File: src/rtl/dctl_pkg.sv
// Shared constants for the device control register file: word indices,
// bit positions of the turn-on/turn-off pairs and link-tuning field layout.
package dctl_pkg;
    localparam int DATA_W    = 32;
    localparam int IDX_CFG   = 0;
    localparam int IDX_STS   = 1;
    localparam int IDX_CMD   = 2;
    localparam int IDX_TUNE  = 3;

    // Feature order: dev, l1, u1, u2, force_fs, dma_off, hs_clk_off, ss_clk_off
    localparam int NUM_FEAT = 8;
    localparam int FEAT_ON_POS  [NUM_FEAT] = '{14, 16, 24, 26, 13, 10, 18, 21};
    localparam int FEAT_OFF_POS [NUM_FEAT] = '{15, 17, 25, 27, 12, 11, 19, 22};
    localparam logic [NUM_FEAT-1:0] FEAT_RST = 8'b1100_0000;

    localparam int CFG_SWRST  = 7;
    localparam int CMD_COMMIT = 0;
    localparam int FADDR_W    = 7;
    localparam int SPEED_W    = 3;
    localparam int LINK_W     = 4;
    localparam int RST_HOLD   = 4;

    localparam int NUM_TUNE = 4;
    localparam int TUNE_W      [NUM_TUNE] = '{8, 8, 1, 5};
    localparam int TUNE_LSB    [NUM_TUNE] = '{0, 8, 16, 17};
    localparam int TUNE_COMMIT [NUM_TUNE] = '{24, 25, 26, 27};
    localparam int TUNE_TOTAL  = 22;
endpackage

File: src/rtl/dctl_field.sv
// Holding register for one field that is written only together with a
// commit bit. Assumes wr and commit are single-cycle qualifiers; clr wins.
module dctl_field #(
    parameter int W = 8,
    parameter logic [W-1:0] RST = '0
) (
    input  logic         clk,
    input  logic         rst_n,
    input  logic         clr,
    input  logic         wr,
    input  logic         commit,
    input  logic [W-1:0] d,
    output logic [W-1:0] q
);
    // Store d on a committed write, return to RST on clear or reset.
    always_ff @(posedge clk) begin
        if (!rst_n)            q <= RST;
        else if (clr)          q <= RST;
        else if (wr && commit) q <= d;
    end
endmodule

File: src/rtl/dctl_pair_bank.sv
// Bank of N feature flags, each driven by its own turn-on and turn-off
// strobe. A turn-off strobe wins over a turn-on strobe; soft reset wins
// over both. Assumes strobes are already qualified by the write.
module dctl_pair_bank #(
    parameter int N = 8,
    parameter logic [N-1:0] RST = '0
) (
    input  logic         clk,
    input  logic         rst_n,
    input  logic         soft_rst,
    input  logic [N-1:0] on_vec,
    input  logic [N-1:0] off_vec,
    output logic [N-1:0] state
);
    for (genvar i = 0; i < N; i++) begin : g_flag
        // One flag: reset value, then off over on, else hold.
        always_ff @(posedge clk) begin
            if (!rst_n || soft_rst) state[i] <= RST[i];
            else if (off_vec[i])    state[i] <= 1'b0;
            else if (on_vec[i])     state[i] <= 1'b1;
        end
    end
endmodule

File: src/rtl/dctl_rst_seq.sv
// Internal reset window: a start pulse holds busy high for exactly HOLD
// cycles after the start edge. A new start restarts the window.
module dctl_rst_seq #(
    parameter int HOLD = 4
) (
    input  logic clk,
    input  logic rst_n,
    input  logic start,
    output logic busy
);
    localparam int CW = $clog2(HOLD + 1);
    logic [CW-1:0] cnt;

    // Load the window length on start, count down to zero otherwise.
    always_ff @(posedge clk) begin
        if (!rst_n)           cnt <= '0;
        else if (start)       cnt <= CW'(HOLD);
        else if (cnt != '0)   cnt <= cnt - 1'b1;
    end

    assign busy = (cnt != '0);
endmodule

File: src/rtl/dctl_regs.sv
// Device control/status register file. Decodes a simple word-addressed
// register port into turn-on/turn-off feature flags, a commit-gated
// function address, commit-gated link-tuning fields and a read-only status
// word. Assumes one access per cycle; reads return data one cycle later.
module dctl_regs
    import dctl_pkg::*;
#(
    parameter int ADDR_W = 6
) (
    input  logic              clk,
    input  logic              rst_n,
    input  logic              bus_we,
    input  logic              bus_re,
    input  logic [ADDR_W-1:0] bus_addr,
    input  logic [31:0]       bus_wdata,
    output logic [31:0]       bus_rdata,
    input  logic [2:0]        speed_in,
    input  logic              vbus_in,
    input  logic [3:0]        link_state_in,
    output logic              dev_en,
    output logic              l1_en,
    output logic              u1_en,
    output logic              u2_en,
    output logic              force_fs,
    output logic              dma_clk_off,
    output logic              hs_clk_off,
    output logic              ss_clk_off,
    output logic [6:0]        func_addr,
    output logic              core_ready,
    output logic [7:0]        tune_u1_det,
    output logic [7:0]        tune_u1_gen,
    output logic              tune_rx_hold,
    output logic [4:0]        tune_ping
);
    localparam int IDX_W = ADDR_W - 2;

    logic [IDX_W-1:0]      widx;
    logic                  sel_cfg, sel_sts, sel_cmd, sel_tune;
    logic                  cfg_wr, cmd_wr, tune_wr, soft_rst, busy;
    logic [NUM_FEAT-1:0]   on_vec, off_vec, feat;
    logic [TUNE_TOTAL-1:0] tune_q;
    logic [DATA_W-1:0]     sts_word, rd_mux;
    wire                   unused_bits = ^{bus_wdata[31:28], bus_wdata[23], bus_addr[1:0]};

    assign widx     = bus_addr[ADDR_W-1:2];
    assign sel_cfg  = (widx == IDX_W'(IDX_CFG));
    assign sel_sts  = (widx == IDX_W'(IDX_STS));
    assign sel_cmd  = (widx == IDX_W'(IDX_CMD));
    assign sel_tune = (widx == IDX_W'(IDX_TUNE));
    assign cfg_wr   = bus_we && sel_cfg;
    assign cmd_wr   = bus_we && sel_cmd;
    assign tune_wr  = bus_we && sel_tune;
    assign soft_rst = cfg_wr && bus_wdata[CFG_SWRST];

    // Gather the turn-on/turn-off strobes of each feature from the write data.
    for (genvar i = 0; i < NUM_FEAT; i++) begin : g_strobe
        assign on_vec[i]  = cfg_wr && bus_wdata[FEAT_ON_POS[i]];
        assign off_vec[i] = cfg_wr && bus_wdata[FEAT_OFF_POS[i]];
    end

    dctl_pair_bank #(.N(NUM_FEAT), .RST(FEAT_RST)) u_feat (
        .clk      (clk),
        .rst_n    (rst_n),
        .soft_rst (soft_rst),
        .on_vec   (on_vec),
        .off_vec  (off_vec),
        .state    (feat)
    );

    dctl_field #(.W(FADDR_W)) u_faddr (
        .clk    (clk),
        .rst_n  (rst_n),
        .clr    (soft_rst),
        .wr     (cmd_wr),
        .commit (bus_wdata[CMD_COMMIT]),
        .d      (bus_wdata[FADDR_W:1]),
        .q      (func_addr)
    );

    // One commit-gated holding register per link-tuning field.
    for (genvar k = 0; k < NUM_TUNE; k++) begin : g_tune
        dctl_field #(.W(TUNE_W[k])) u_fld (
            .clk    (clk),
            .rst_n  (rst_n),
            .clr    (1'b0),
            .wr     (tune_wr),
            .commit (bus_wdata[TUNE_COMMIT[k]]),
            .d      (bus_wdata[TUNE_LSB[k] +: TUNE_W[k]]),
            .q      (tune_q[TUNE_LSB[k] +: TUNE_W[k]])
        );
    end

    dctl_rst_seq #(.HOLD(RST_HOLD)) u_rseq (
        .clk   (clk),
        .rst_n (rst_n),
        .start (soft_rst),
        .busy  (busy)
    );

    // Assemble the status word from internal state and external inputs.
    always_comb begin
        sts_word        = '0;
        sts_word[6:4]   = speed_in;
        sts_word[8]     = feat[6];
        sts_word[9]     = feat[7];
        sts_word[10]    = !busy;
        sts_word[14]    = feat[0];
        sts_word[15]    = (func_addr != '0);
        sts_word[16]    = feat[1];
        sts_word[17]    = vbus_in;
        sts_word[24]    = feat[2];
        sts_word[25]    = feat[3];
        sts_word[29:26] = link_state_in;
        sts_word[30]    = feat[5];
    end

    // Select the word addressed by a read; strobes and unmapped words read 0.
    always_comb begin
        rd_mux = '0;
        if (sel_sts)       rd_mux = sts_word;
        else if (sel_cmd)  rd_mux[FADDR_W:1] = func_addr;
        else if (sel_tune) rd_mux[TUNE_TOTAL-1:0] = tune_q;
    end

    // Register the read data; cycles without a read return 0.
    always_ff @(posedge clk) begin
        if (!rst_n)      bus_rdata <= '0;
        else if (bus_re) bus_rdata <= rd_mux;
        else             bus_rdata <= '0;
    end

    assign dev_en       = feat[0];
    assign l1_en        = feat[1];
    assign u1_en        = feat[2];
    assign u2_en        = feat[3];
    assign force_fs     = feat[4];
    assign dma_clk_off  = feat[5];
    assign hs_clk_off   = feat[6];
    assign ss_clk_off   = feat[7];
    assign core_ready   = !busy;
    assign tune_u1_det  = tune_q[7:0];
    assign tune_u1_gen  = tune_q[15:8];
    assign tune_rx_hold = tune_q[16];
    assign tune_ping    = tune_q[21:17];
endmodule

File: config.mk
export PLATFORM = sky130hd
export DESIGN_NAME = dctl_regs
export DESIGN_NICKNAME = d
export VERILOG_FILES = /design/src/rtl/dctl_pkg.sv /design/src/rtl/dctl_field.sv /design/src/rtl/dctl_pair_bank.sv /design/src/rtl/dctl_rst_seq.sv /design/src/rtl/dctl_regs.sv
export SDC_FILE = /design/constraint.sdc
export NUM_CORES = 1
export LEC_CHECK = 0
export BUFFER_PORTS_ARGS = -buffer_cell sky130_fd_sc_hd__buf_2
export CAP_MARGIN = 15
export CORE_UTILIZATION = 49
export CTS_BUF_LIST = sky130_fd_sc_hd__clkbuf_4
export DETAILED_ROUTE_END_ITERATION = 16
export PLACE_DENSITY_LB_ADDON = 0.2
export SYNTH_ARGS = -nofsm -noshare
export SYNTH_HDL_FRONTEND = slang
export SYNTH_SLANG_ARGS = --single-unit
File: constraint.sdc
create_clock -name clk -period 1.4 [get_ports clk]
set_input_delay 0.14 -clock clk [delete_from_list [all_inputs] [get_ports clk]]
set_output_delay 0.14 -clock clk [all_outputs]
set_load 0.05 [all_outputs]
==> impl_summary.log, run 1 <==
INFO  metric outcome = completed
INFO  metric grt_max_degree = 21
INFO  metric max-clock-path-buffers = 2
INFO  metric layout_worst_path_cycle_share = 0.999
INFO  metric rsz0062_at_grt = yes
INFO  metric dieArea = 5930 sq um
INFO  metric async_reset_ff_frac = 0
INFO  metric min_delay_path_depth = 3
INFO  metric first_global_vias = 2444
INFO  metric ys_warn_count = 0
INFO  metric placedInstanceArea = 3400 sq um
INFO  metric final_net_count = 481
INFO  metric synth_area_per_cell = 10.0 sq um
INFO  metric num_antenna_cells = 0
INFO  metric fp.dieW = 77.0 um
INFO  metric r2r_setup_slack = 170 ps
INFO  metric worstHoldPathType = in2reg
INFO  metric placedCellCount = 451
INFO  metric htree_num_levels = 3
INFO  metric worstHoldEndpoint = u_rseq.cnt[2]$_SDFFE_PN0P_
INFO  metric required = 1260 ps
INFO  metric timing_hold_violations_final = 0
INFO  metric preCtsSetupSlack = 71.3 ps
INFO  metric slew_violations = 0
INFO  metric number_of_antenna_violations_at_the_first_check_in_global_routing = 0
INFO  metric worst-path-max-fanout = 2
INFO  metric power_density = 1100 nW/um^2
INFO  metric cts_tree = built
INFO  metric primary_flip_flop_cell_chosen_by_synthesis_mapping = dfxtp_1
INFO  metric detailroute.via_count = 2549
INFO  metric die_height = 77.0 um
INFO  metric hold_start = rst_n
INFO  metric cts.sinks = 69
INFO  metric synthesis.area = 2760 sq um
INFO  metric post-dp-hpwl = 4760 um
INFO  metric critical_path_arrival = 1260 ps
INFO  metric cts.reportedPaths.clkPinSlew = 110 ps
INFO  metric critical_path.reg2reg.startpoint = u_rseq.cnt[0]$_SDFFE_PP0N_
INFO  metric synth_enable_flop_cells = 0
INFO  metric drcViolationCount = 0
INFO  metric syn_inst = 275
INFO  metric detail-route-antenna-nets = 0
INFO  metric grt.total_usage = 0.250
INFO  metric timing.rr.end = bus_rdata[10]$_SDFF_PP0_
INFO  metric r2r.worst_path.cells = 6
INFO  metric wirelength = 7060 um
INFO  metric vdd_drop_max = 0.000790 V
INFO  metric finalNonFillerCells = 504
INFO  metric final_layout_size_suffix_gt1_frac = 0.382
INFO  metric clk_latency = 400 ps
INFO  metric floorplan.core_area = 5270 sq um
INFO  metric post-route-cell-area = 3910 sq um
INFO  metric cts_root_buf = clkbuf_4
INFO  metric design.portCount = 120
INFO  metric layout.cells.most_common = buf_2
INFO  metric grt_pass1_wl = 11400 um
INFO  metric worst_slack = 1.15 ps
INFO  metric start_util = 0.524
INFO  metric gr-total-overflow = 0
INFO  metric ys_seq_elements = 69
INFO  metric fin_crit = 1400 ps
INFO  metric power_leakage = 1.88 nW
INFO  metric gp_congestion = 0.815
INFO  metric area.growth.synth_to_final = 41.8%
INFO  metric placement_rows = 26
INFO  metric routed_wire_length_per_instance = 14.0 um
INFO  metric via_per_inst = 5.06
INFO  metric clock.fmax = 715 MHz
INFO  metric initialDrtViolationCount = 100
INFO  metric firstDrtPassIters = 4
INFO  metric clock-skew-final = 10.4 ps
INFO  metric sequential_element_share_of_the_synthesized_area = 0.501
INFO  metric worst-setup-path-type = reg2out
INFO  metric synth_cell_types = 39
INFO  metric worstSetupEndpointType = primary output
INFO  metric top_library_cells_by_usage_in_the_layout_fill_and_taps_aside = buf_2 (108), dfxtp_1 (67), nand2_1 (45)
INFO  metric timing.max_cap.violations = 0
INFO  metric placement.io_buffers = 109
INFO  metric report.final.setup_viol = 0
INFO  metric startpoint_class_of_the_critical_path = flip-flop
INFO  metric tritoncts.num_buffers = 9
## through the flow
stage	power (mW)	util	setup TNS, ps	hold WS [ps]
final	4.29	0.742	0	34.2
after global routing	4.49	0.742	-60.1	24.0
after global placement	2.70	0.646	0	345
after floorplan	2.55	-	0	257
after detailed placement	2.72	0.646	0	350
after CTS	4.20	0.736	-8.94	15.1
## per-layer routing
metal	GRT usage	part of all wire	wire, um	vias to the layer above
met1	0.300	0.42	3000	1181
met2	0.422	0.49	3430	109
met5	0	0	0	-
met3	0.0571	0.072	509	12
met4	0.121	0.017	122	0
li1	-	-	-	1247
## repair_timing
item,in CTS,in global routing
gates resized for setup,7,1
pin swaps,1,1
hold buffers,29,0
buffers inserted,4,4
endpoints found under the setup margin,1,1
gates cloned,0,0
hold endpoints to repair,35,0
## final cells by class
type,instances,area [sq um]
flip-flops and latches,69,1380
fillers,403,1360
multi-input cells,184,1250
repair buffers,161,1040
clock buffers,14,105
well taps,70,87.6
clock inverters,2,33.8
inverters,4,15.0
## Yosys cell counts (2+ instances only)
cell | instances | area, sq um
or2_2 | 2 | 12.5
and4_1 | 2 | 17.5
clkbuf_1 | 7 | 26.3
a21oi_1 | 8 | 40.0
mux2i_1 | 30 | 300
o2bb2ai_1 | 3 | 26.3
dfxtp_1 | 69 | 1380
o221a_1 | 5 | 56.3
and3_1 | 9 | 56.3
buf_6 | 5 | 56.3
ha_1 | 2 | 25.0
a31oi_1 | 2 | 12.5
inv_1 | 4 | 15.0
nor2_1 | 13 | 48.8
and2_1 | 16 | 100
nand3_1 | 9 | 45.0
buf_4 | 8 | 60.1
nor2b_1 | 2 | 12.5
o21ai_0 | 9 | 45.0
a22o_1 | 7 | 61.3
nand2_1 | 45 | 169
## state kept, by name, summed over array words and instances (netlist names)
signal,flops
bus_rdata,29
g_tune.u_fld.q,22
u_faddr.q,7
u_feat.state,8
u_rseq.cnt,3
## critical path, stage by stage, from the launching register on
cell and delay, ps:
dfxtp_2 330, inv_2 70, ha_4 130, nor2b_4 150, buf_6 170
## cells by family (layout without fill, tap and decap cells)
logic type                 count (synthesis)  count (layout)  share of synthesized area
other                                      1               3                    0.00136
AOI/OAI and AO/OA                         37              37                     0.0993
buffers and inverters                     24             181                     0.0571
adders and majority gates                  2               2                    0.00907
and+or+nand+nor                          111             111                      0.220
xor gates and xnor gates                   1               1                    0.00318
muxes                                     30              30                      0.109
DFF                                       69              69                      0.501
## worst max path at each step
stage	endpoint	depth (start not counted)	slack [ps]	from
2_1_floorplan	u_rseq.cnt[0]$_SDFFE_PP0N_	5	170	u_rseq.cnt[0]$_SDFFE_PP0N_
3_3_place_gp	u_feat.state[2]$_SDFFE_PP0P_	5	90	bus_addr[4]
3_5_place_dp	u_feat.state[2]$_SDFFE_PP0P_	5	70	bus_addr[4]
4_1_cts	core_ready	4	-9	u_rseq.cnt[1]$_SDFFE_PP0N_
5_1_grt	core_ready	4	-60	u_rseq.cnt[0]$_SDFFE_PP0N_
6_report	core_ready	4	1	u_rseq.cnt[0]$_SDFFE_PP0N_
## where the power goes
group	switching, mW	internal, mW
combinational	0.457	0.476
sequential	0.0327	2.02
clock	0.663	0.643
Note: power is estimated with default switching activity, not from simulation.
==> run 2: changes to the inputs <==
--- a/config.mk
+++ b/config.mk
@@ -7,10 +7,11 @@
 export LEC_CHECK = 0
 export BUFFER_PORTS_ARGS = -buffer_cell sky130_fd_sc_hd__buf_2
 export CAP_MARGIN = 15
-export CORE_UTILIZATION = 49
+export CORE_UTILIZATION = 50
 export CTS_BUF_LIST = sky130_fd_sc_hd__clkbuf_4
 export DETAILED_ROUTE_END_ITERATION = 16
 export PLACE_DENSITY_LB_ADDON = 0.2
 export SYNTH_ARGS = -nofsm -noshare
 export SYNTH_HDL_FRONTEND = slang
+export SYNTH_HIERARCHICAL = 1
 export SYNTH_SLANG_ARGS = --single-unit
==> run 2 against run 1 <==
Effect of this change: the run now ends with setup timing left; combinational power down 12%; count of clock-buffer cells in the layout fell by 4; total power down 9.2%; maximum frequency decreased by 10%; clock skew up 4.1 ps; synthesized cell count grew 2.9%; cell area increased by 2.0%; final cell count up 0.79%; sequential power is essentially flat.
==> impl_summary.log, run 2 <==
INFO  metric grt.total_usage = 0.240 (was 0.250)
INFO  metric area.growth.synth_to_final = 35.6% (was 41.8%)
INFO  metric design.portCount = 120 (unchanged)
INFO  metric r2r_setup_slack = -110 ps (was 170 ps)
INFO  metric floorplan.core_area = 5570 sq um (was 5270 sq um)
INFO  metric worst_slack = -162 ps (was 1.15 ps)
INFO  metric timing_hold_violations_final = 0 (unchanged)
INFO  metric area_used_by_multi_input_combinational_logic = 1410 sq um (was 1250 sq um)
INFO  metric min_delay_path_depth = 3 (unchanged)
INFO  metric gr-total-overflow = 0 (unchanged)
INFO  metric reg.largest.list = bus_rdata x29, g_tune.u_fld/q x22, u_feat/state x8 (was bus_rdata x29, g_tune.u_fld.q x22, u_feat.state x8)
INFO  metric gr-usage-met2 = 0.380 (was 0.422)
INFO  metric netlist_top_cells_count = dfxtp_1 (69), nand3_1 (30), and2_1 (26), a21oi_1 (24), a21bo_2 (16) (was dfxtp_1 (69), nand2_1 (45), mux2i_1 (30), and2_1 (16), nor2_1 (13))
INFO  metric crit_path_frequent_cell = ha_4
INFO  metric initialDrtViolationCount = 196 (was 100)
INFO  metric drcViolationCount = 0 (unchanged)
INFO  metric synth_area_leaders = dfxtp_1 (47%), and2_1 (5.5%), a21bo_2 (5.4%), nand3_1 (5.1%), a21bo_1 (4.4%) (was dfxtp_1 (50%), mux2i_1 (11%), nand2_1 (6.1%), and2_1 (3.6%), a22o_1 (2.2%))
INFO  metric critical_path.reg2reg.startpoint = u_rseq/cnt[0]$_SDFFE_PP0P_ (was u_rseq.cnt[0]$_SDFFE_PP0N_)
INFO  metric sequential_element_share_of_the_synthesized_area = 0.470 (was 0.501)
INFO  metric ys_warn_count = 6 (was 0)
INFO  metric htree_num_levels = 3 (unchanged)
INFO  metric clock.fmax = 640 MHz (was 715 MHz)
INFO  metric max_flop_register = bus_rdata (unchanged)
INFO  metric post-dp-hpwl = 4730 um (was 4760 um)
INFO  metric cts_tree = built (unchanged)
INFO  metric r2r.worst_path.cells = 7 (was 6)
INFO  metric cts.reportedPaths.clkPinSlew = 110 ps (about the same)
INFO  metric clk_latency = 400 ps (about the same)
INFO  metric netlist.top_cell.by_area = dfxtp_1 (unchanged)
INFO  metric yosysTopAreaCellShare = 0.470 (was 0.501)
INFO  metric outcome = finished, violations left (was completed)
INFO  metric finalNonFillerCells = 508 (was 504)
INFO  metric largest_register_ffs = 29 (unchanged)
INFO  metric gr-usage-met3 = 0.0724 (was 0.0571)
INFO  metric gp_congestion = 0.803 (was 0.815)
INFO  metric wirelength = 7170 um (was 7060 um)
INFO  metric synth_enable_flop_cells = 0 (unchanged)
INFO  metric use_met1 = 0.297 (was 0.300)
INFO  metric cts.sinks = 69 (unchanged)
INFO  metric cts_root_buf = clkbuf_4 (unchanged)
INFO  metric fin_crit = 1560 ps (was 1400 ps)
INFO  metric die_height = 78.7 um (was 77.0 um)
INFO  metric report.final.setup_viol = 3 (was 0)
INFO  metric fin_setup_tns = -278 ps (was 0 ps)
INFO  metric max-clock-path-buffers = 2 (unchanged)
INFO  metric syn_inst = 283 (was 275)
INFO  metric layout.cells.most_common = buf_2 (unchanged)
INFO  metric worstHoldPathType = in2reg (unchanged)
INFO  metric power_leakage = 1.83 nW (was 1.88 nW)
INFO  metric via_per_inst = 5.04 (was 5.06)
INFO  metric failed_checks = setup timing
INFO  metric fin_util = 0.716 (was 0.742)
INFO  metric placement.io_buffers = 109 (unchanged)
INFO  metric worstSetupEndpointType = primary output (unchanged)
INFO  metric vdd_drop_max = 0.000889 V (was 0.000790 V)
INFO  metric top_library_cells_by_usage_in_the_layout_fill_and_taps_aside = buf_2 (108), dfxtp_1 (67), nand3_1 (30) (was buf_2 (108), dfxtp_1 (67), nand2_1 (45))
INFO  metric placedCellCount = 458 (was 451)
INFO  metric timing.max_cap.violations = 0 (unchanged)
INFO  metric hold_start = bus_wdata[4] (was rst_n)
INFO  metric fin_hold_ws = 20.3 ps (was 34.2 ps)
INFO  metric layout_worst_path_cycle_share = 1.12 (was 0.999)
INFO  metric number_of_antenna_violations_at_the_first_check_in_global_routing = 0 (unchanged)
INFO  metric worstHoldEndpoint = g_tune[0].u_fld/q[4]$_SDFFE_PP0P_ (was u_rseq.cnt[2]$_SDFFE_PN0P_)
INFO  metric power_density = 975 nW/um^2 (was 1100 nW/um^2)
INFO  metric synthesis.area = 2940 sq um (was 2760 sq um)
INFO  metric worst-path-max-fanout = 2 (unchanged)
INFO  metric synth_cell_types = 41 (was 39)
INFO  metric final.fill_count = 429 (was 403)
INFO  metric clock-skew-final = 14.5 ps (was 10.4 ps)
INFO  metric slew_violations = 0 (unchanged)
INFO  metric worst-setup-path-type = reg2out (unchanged)
INFO  metric grt_pass1_wl = 11400 um (about the same)
INFO  metric final_layout_size_suffix_gt1_frac = 0.431 (was 0.382)
INFO  metric critical_path_arrival = 1420 ps (was 1260 ps)
INFO  metric required = 1260 ps (about the same)
INFO  metric tritoncts.num_buffers = 9 (unchanged)
INFO  metric cp_cell_sequence = inv_2 > ha_4 > ha_4 > inv_4 > clkinvlp_4 > buf_8 (was inv_2 > ha_4 > nor2b_4 > buf_6)
INFO  metric sequential_cell_area = 1380 sq um (unchanged)
INFO  metric routed_wire_length_per_instance = 14.1 um (was 14.0 um)
INFO  metric synth_area_per_cell = 10.4 sq um (was 10.0 sq um)
INFO  metric placement_rows = 27 (was 26)
INFO  metric startpoint_class_of_the_critical_path = flip-flop (unchanged)
INFO  metric first_global_vias = 2401 (was 2444)
INFO  metric crit_slowest_cell = dfxtp_2 (unchanged)
INFO  metric detailroute.via_count = 2562 (was 2549)
INFO  metric primary_flip_flop_cell_chosen_by_synthesis_mapping = dfxtp_1 (unchanged)
INFO  metric firstDrtPassIters = 4 (unchanged)
INFO  metric synth_most_common_cell = dfxtp_1 (unchanged)
INFO  metric fp.dieW = 78.7 um (was 77.0 um)
INFO  metric rsz0062_at_grt = yes (unchanged)
INFO  metric slowest_delay = 350 ps (was 330 ps)
INFO  metric final_net_count = 484 (was 481)
INFO  metric start_util = 0.528 (was 0.524)
INFO  metric ys_seq_elements = 69 (unchanged)
INFO  metric timing.rr.end = u_rseq/cnt[2]$_SDFFE_PN0P_ (was bus_rdata[10]$_SDFF_PP0_)
INFO  metric grt_max_degree = 18 (was 21)
INFO  metric async_reset_ff_frac = 0 (unchanged)
INFO  metric dieArea = 6190 sq um (was 5930 sq um)
INFO  metric num_antenna_cells = 0 (unchanged)
INFO  metric detail-route-antenna-nets = 0 (unchanged)
INFO  metric gr-max-usage-layer = met2 (unchanged)
-- run 2: metrics by stage --
step	total power, mW	cell area [sq um]	worst slack, ps
floorplan	2.48	3000	0.367
global placement	2.61	3540	6.12
detailed placement	2.63	3540	-18.2
CTS	3.82	3950	-169
global route	4.08	3990	-240
finish	3.89	3990	-162
-- run 2: cells by family (layout without fill, tap and decap cells) --
| family | after synthesis | in the layout | share of synthesized area |
|---|---|---|---|
| multiplexers | 8 | 8 | 0.0276 |
| other | 1 | 7 | 0.00127 |
| AND/OR/NAND/NOR | 102 | 102 | 0.222 |
| flip-flops | 69 | 69 | 0.470 |
| adder cells (fa/ha/maj) | 3 | 3 | 0.0128 |
| AO/OA/AOI/OAI | 72 | 72 | 0.193 |
| buffers and inverters | 27 | 174 | 0.0702 |
| XOR/XNOR | 1 | 1 | 0.00298 |
-- run 2: critical path: cells and delay by family, from the launching register on --
family                   cells  cell delay, ps
flip-flops                   1             350
adder cells (fa/ha/maj)      2             330
buffers and inverters        4             350
-- run 2: area by class of cell --
type                            count  share of cell area
Tap cell                           72              0.0226
Multi-Input combinational cell    193               0.352
Clock inverter                      6             0.00753
Sequential cell                    69               0.347
Timing Repair Buffer              152               0.245
Inverter                            6             0.00721
Clock buffer                       10              0.0188
-- run 2: what timing repair did --
action,4_1_cts,5_1_grt
setup endpoints to repair,1,2
setup buffers,3,3
resized for setup,6,2
hold endpoints to repair,30,1
pin swaps,1,3
hold buffers,27,1
-- run 2: per-layer routing --
layer / vias to the layer above / wire (um)
li1: 1270 / -
met1: 1184 / 3160
met2: 91 / 3410
met3: 17 / 433
met4: 0 / 164
met5: - / 0
-- run 2: worst max path at each step --
stage | slack, ps | end | cells after the start | start
floorplan | 0.4 | bus_rdata[10]$_SDFF_PN0_ | 6 | u_rseq/cnt[0]$_SDFFE_PP0P_
CTS | -170 | core_ready | 6 | u_rseq/cnt[0]$_SDFFE_PP0P_
finish | -160 | core_ready | 6 | u_rseq/cnt[0]$_SDFFE_PP0P_
global route | -240 | core_ready | 6 | u_rseq/cnt[1]$_SDFFE_PP0P_
global placement | 6 | g_tune[1].u_fld/q[5]$_SDFFE_PP0P_ | 6 | bus_addr[3]
detailed placement | -20 | g_tune[1].u_fld/q[6]$_SDFFE_PP0P_ | 6 | bus_addr[3]
-- run 2: power breakdown --
| part | total, mW | internal [mW] | switching (mW) |
|---|---|---|---|
| Sequential | 2.02 | 2.00 | 0.0193 |
| Combinational | 0.824 | 0.413 | 0.411 |
| Clock | 1.05 | 0.365 | 0.685 |
==> run 3: changes to the inputs <==
--- a/config.mk
+++ b/config.mk
@@ -5,7 +5,7 @@
 export SDC_FILE = /design/constraint.sdc
 export NUM_CORES = 1
 export LEC_CHECK = 0
-export BUFFER_PORTS_ARGS = -buffer_cell sky130_fd_sc_hd__buf_2
+export BUFFER_PORTS_ARGS = -buffer_cell sky130_fd_sc_hd__buf_4
 export CAP_MARGIN = 15
 export CORE_UTILIZATION = 50
 export CTS_BUF_LIST = sky130_fd_sc_hd__clkbuf_4
==> run 3 against run 2 <==
Effect of this change: sequential cell count unchanged; first-iteration DRC count down 52%; critical path type unchanged; non-clock buffer count unchanged; clock power about the same; the flow still finishes with violations (setup timing); routed wire length up 4.5%; total power up 1.0%; sequential power about the same; hold slack better by 16 ps; maximum frequency about the same.
==> impl_summary.log, run 3 (same netlist as run 2, synthesis figures left out) <==
INFO  metric outcome = finished, violations left (unchanged)
INFO  metric failed_checks = setup timing (unchanged)
INFO  metric fp.dieW = 78.7 um (unchanged)
INFO  metric worstHoldEndpoint = u_rseq/cnt[2]$_SDFFE_PN0P_ (was g_tune[0].u_fld/q[4]$_SDFFE_PP0P_)
INFO  metric drcViolationCount = 0 (unchanged)
INFO  metric die_height = 78.7 um (unchanged)
INFO  metric hold_start = rst_n (was bus_wdata[4])
INFO  metric finalNonFillerCells = 508 (unchanged)
INFO  metric critical_path.reg2reg.startpoint = u_rseq/cnt[1]$_SDFFE_PP0P_ (was u_rseq/cnt[0]$_SDFFE_PP0P_)
INFO  metric report.final.setup_viol = 2 (was 3)
INFO  metric grt.total_usage = 0.254 (was 0.240)
INFO  metric rsz0062_at_grt = yes (unchanged)
INFO  metric met2_wirelength = 3670 um (was 3410 um)
INFO  metric top_library_cells_by_usage_in_the_layout_fill_and_taps_aside = buf_4 (115), dfxtp_1 (67), dlygate4sd3_1 (31) (was buf_2 (108), dfxtp_1 (67), nand3_1 (30))
INFO  metric timing.critical_path.buf_inv = 4 (unchanged)
INFO  metric wirelength = 7500 um (was 7170 um)
INFO  metric start_util = 0.528 (unchanged)
INFO  metric via_per_inst = 5.04 (about the same)
INFO  metric largest_register_ffs = 29 (unchanged)
INFO  metric critical_path.top_delay_family = flip-flops (unchanged)
INFO  metric worst-setup-path-type = reg2out (unchanged)
INFO  metric cts.sinks = 69 (unchanged)
INFO  metric vdd_drop_max = 0.000804 V (was 0.000889 V)
INFO  metric clock-skew-final = 12.5 ps (was 14.5 ps)
INFO  metric crit_path_frequent_cell = ha_4 (unchanged)
INFO  metric slowest_delay = 350 ps (about the same)
INFO  metric number_of_antenna_violations_at_the_first_check_in_global_routing = 0 (unchanged)
INFO  metric placement_rows = 27 (unchanged)
INFO  metric layout.cells.most_common = buf_4 (was buf_2)
INFO  metric timing.rr.end = u_rseq/cnt[2]$_SDFFE_PN0P_ (unchanged)
INFO  metric routed_wire_length_per_instance = 14.8 um (was 14.1 um)
INFO  metric slew_violations = 0 (unchanged)
INFO  metric clock.fmax = 640 MHz (about the same)
INFO  metric htree_num_levels = 3 (unchanged)
INFO  metric worst_slack = -162 ps (about the same)
INFO  metric placement.io_buffers = 109 (unchanged)
INFO  metric post-dp-hpwl = 4950 um (was 4730 um)
INFO  metric worstSetupEndpointType = primary output (unchanged)
INFO  metric grt_max_degree = 24 (was 18)
INFO  metric initialDrtViolationCount = 94 (was 196)
INFO  metric num_antenna_cells = 0 (unchanged)
INFO  metric cts.reportedPaths.clkPinSlew = 110 ps (about the same)
INFO  metric design.portCount = 120 (unchanged)
INFO  metric setup.worst_path.start = u_rseq/cnt[1]$_SDFFE_PP0P_ (was u_rseq/cnt[0]$_SDFFE_PP0P_)
INFO  metric topRoutingLayerUsed = met4 (unchanged)
INFO  metric met1_length = 3140 um (was 3160 um)
INFO  metric critical_path_arrival = 1420 ps (about the same)
INFO  metric power_leakage = 1.87 nW (was 1.83 nW)
INFO  metric fin_crit = 1560 ps (about the same)
INFO  metric routed-wl-met3 = 482 um (was 433 um)
INFO  metric floorplan.core_area = 5570 sq um (unchanged)
INFO  metric grt_pass1_wl = 11900 um (was 11400 um)
INFO  metric worstHoldPathType = in2reg (unchanged)
INFO  metric timing.max_cap.violations = 0 (unchanged)
INFO  metric area.growth.synth_to_final = 46.1% (was 35.6%)
INFO  metric layout_worst_path_cycle_share = 1.12 (about the same)
INFO  metric gp_congestion = 0.814 (was 0.803)
INFO  metric tritoncts.num_buffers = 9 (unchanged)
INFO  metric required = 1260 ps (about the same)
INFO  metric final_layout_size_suffix_gt1_frac = 0.427 (was 0.431)
INFO  metric dieArea = 6190 sq um (unchanged)
INFO  metric max_flop_register = bus_rdata (unchanged)
INFO  metric preCtsSetupSlack = -8.59 ps (was -18.2 ps)
INFO  metric cts_tree = built (unchanged)
INFO  metric r2r.worst_path.cells = 7 (unchanged)
INFO  metric reg.largest.list = bus_rdata x29, g_tune.u_fld/q x22, u_feat/state x8 (unchanged)
INFO  metric detail-route-antenna-nets = 0 (unchanged)
INFO  metric max-clock-path-buffers = 2 (unchanged)
INFO  metric power_density = 915 nW/um^2 (was 975 nW/um^2)
INFO  metric first_global_vias = 2471 (was 2401)
INFO  metric clk_latency = 420 ps (was 400 ps)
INFO  metric r2r_setup_slack = -110 ps (about the same)
INFO  metric cp_cell_sequence = inv_2 > ha_4 > ha_4 > inv_4 > clkinvlp_4 > buf_8 (unchanged)
INFO  metric startpoint_class_of_the_critical_path = flip-flop (unchanged)
INFO  metric gr-total-overflow = 0 (unchanged)
INFO  metric final_net_count = 484 (unchanged)
INFO  metric detailroute.via_count = 2559 (was 2562)
INFO  metric cts_root_buf = clkbuf_4 (unchanged)
INFO  metric crit_slowest_cell = dfxtp_2 (unchanged)
INFO  metric min_delay_path_depth = 2 (was 3)
INFO  metric firstDrtPassIters = 5 (was 4)
INFO  metric timing_hold_violations_final = 0 (unchanged)
INFO  metric worst-path-max-fanout = 2 (unchanged)
INFO  metric placedCellCount = 457 (was 458)
[run 3: layer usage]
metal  global-route usage  vias up
met1                0.310     1175
met3               0.0575       16
met5                    0        -
li1                     -     1264
met2                0.401      104
met4                0.167        0
[run 3: metrics by stage]
| step | total power [mW] | utilization | cell area (sq um) | setup TNS (ps) | hold WS (ps) |
|---|---|---|---|---|---|
| 3_3_place_gp | 2.66 | 0.687 | 3830 | 0 | 346 |
| 2_1_floorplan | 2.48 | - | 3000 | 0 | 257 |
| 4_1_cts | 3.88 | 0.768 | 4280 | -183 | 14.7 |
| 3_5_place_dp | 2.67 | 0.687 | 3830 | -8.59 | 350 |
| 5_1_grt | 4.09 | 0.771 | 4300 | -350 | 20.4 |
| 6_report | 3.93 | 0.771 | 4300 | -267 | 36.1 |
[run 3: area by class of cell]
cell class	count	area (sq um)
Fill cell	417	1280
Inverter	6	28.8
Tap cell	72	90.1
Multi-Input combinational cell	193	1410
Clock inverter	6	30.0
Timing Repair Buffer	152	1280
Clock buffer	10	75.1
Sequential cell	69	1380
[run 3: worst max path at each step]
| stage | depth (start not counted) | to | slack, ps |
|---|---|---|---|
| after floorplan | 6 | bus_rdata[10]$_SDFF_PN0_ | 0.4 |
| after global placement | 6 | g_tune[1].u_fld/q[5]$_SDFFE_PP0P_ | 10 |
| after detailed placement | 6 | g_tune[1].u_fld/q[4]$_SDFFE_PP0P_ | -9 |
| after CTS | 6 | core_ready | -180 |
| after global routing | 6 | core_ready | -210 |
| final | 6 | core_ready | -160 |
[run 3: repair_timing]
item / 4_1_cts / 5_1_grt
hold buffers: 31 / 0
gates resized for setup: 6 / 2
hold endpoints to repair: 37 / 0
buffers inserted: 3 / 1
endpoints found under the setup margin: 1 / 2
cloned: 0 / 0
pin swaps: 1 / 0
[run 3: where the power goes]
part	switching (mW)	leakage, nW	internal, mW
Combinational	0.411	1.25	0.428
Sequential	0.0199	0.557	2.00
Clock	0.710	0.0610	0.364
Total	1.14	1.87	2.79
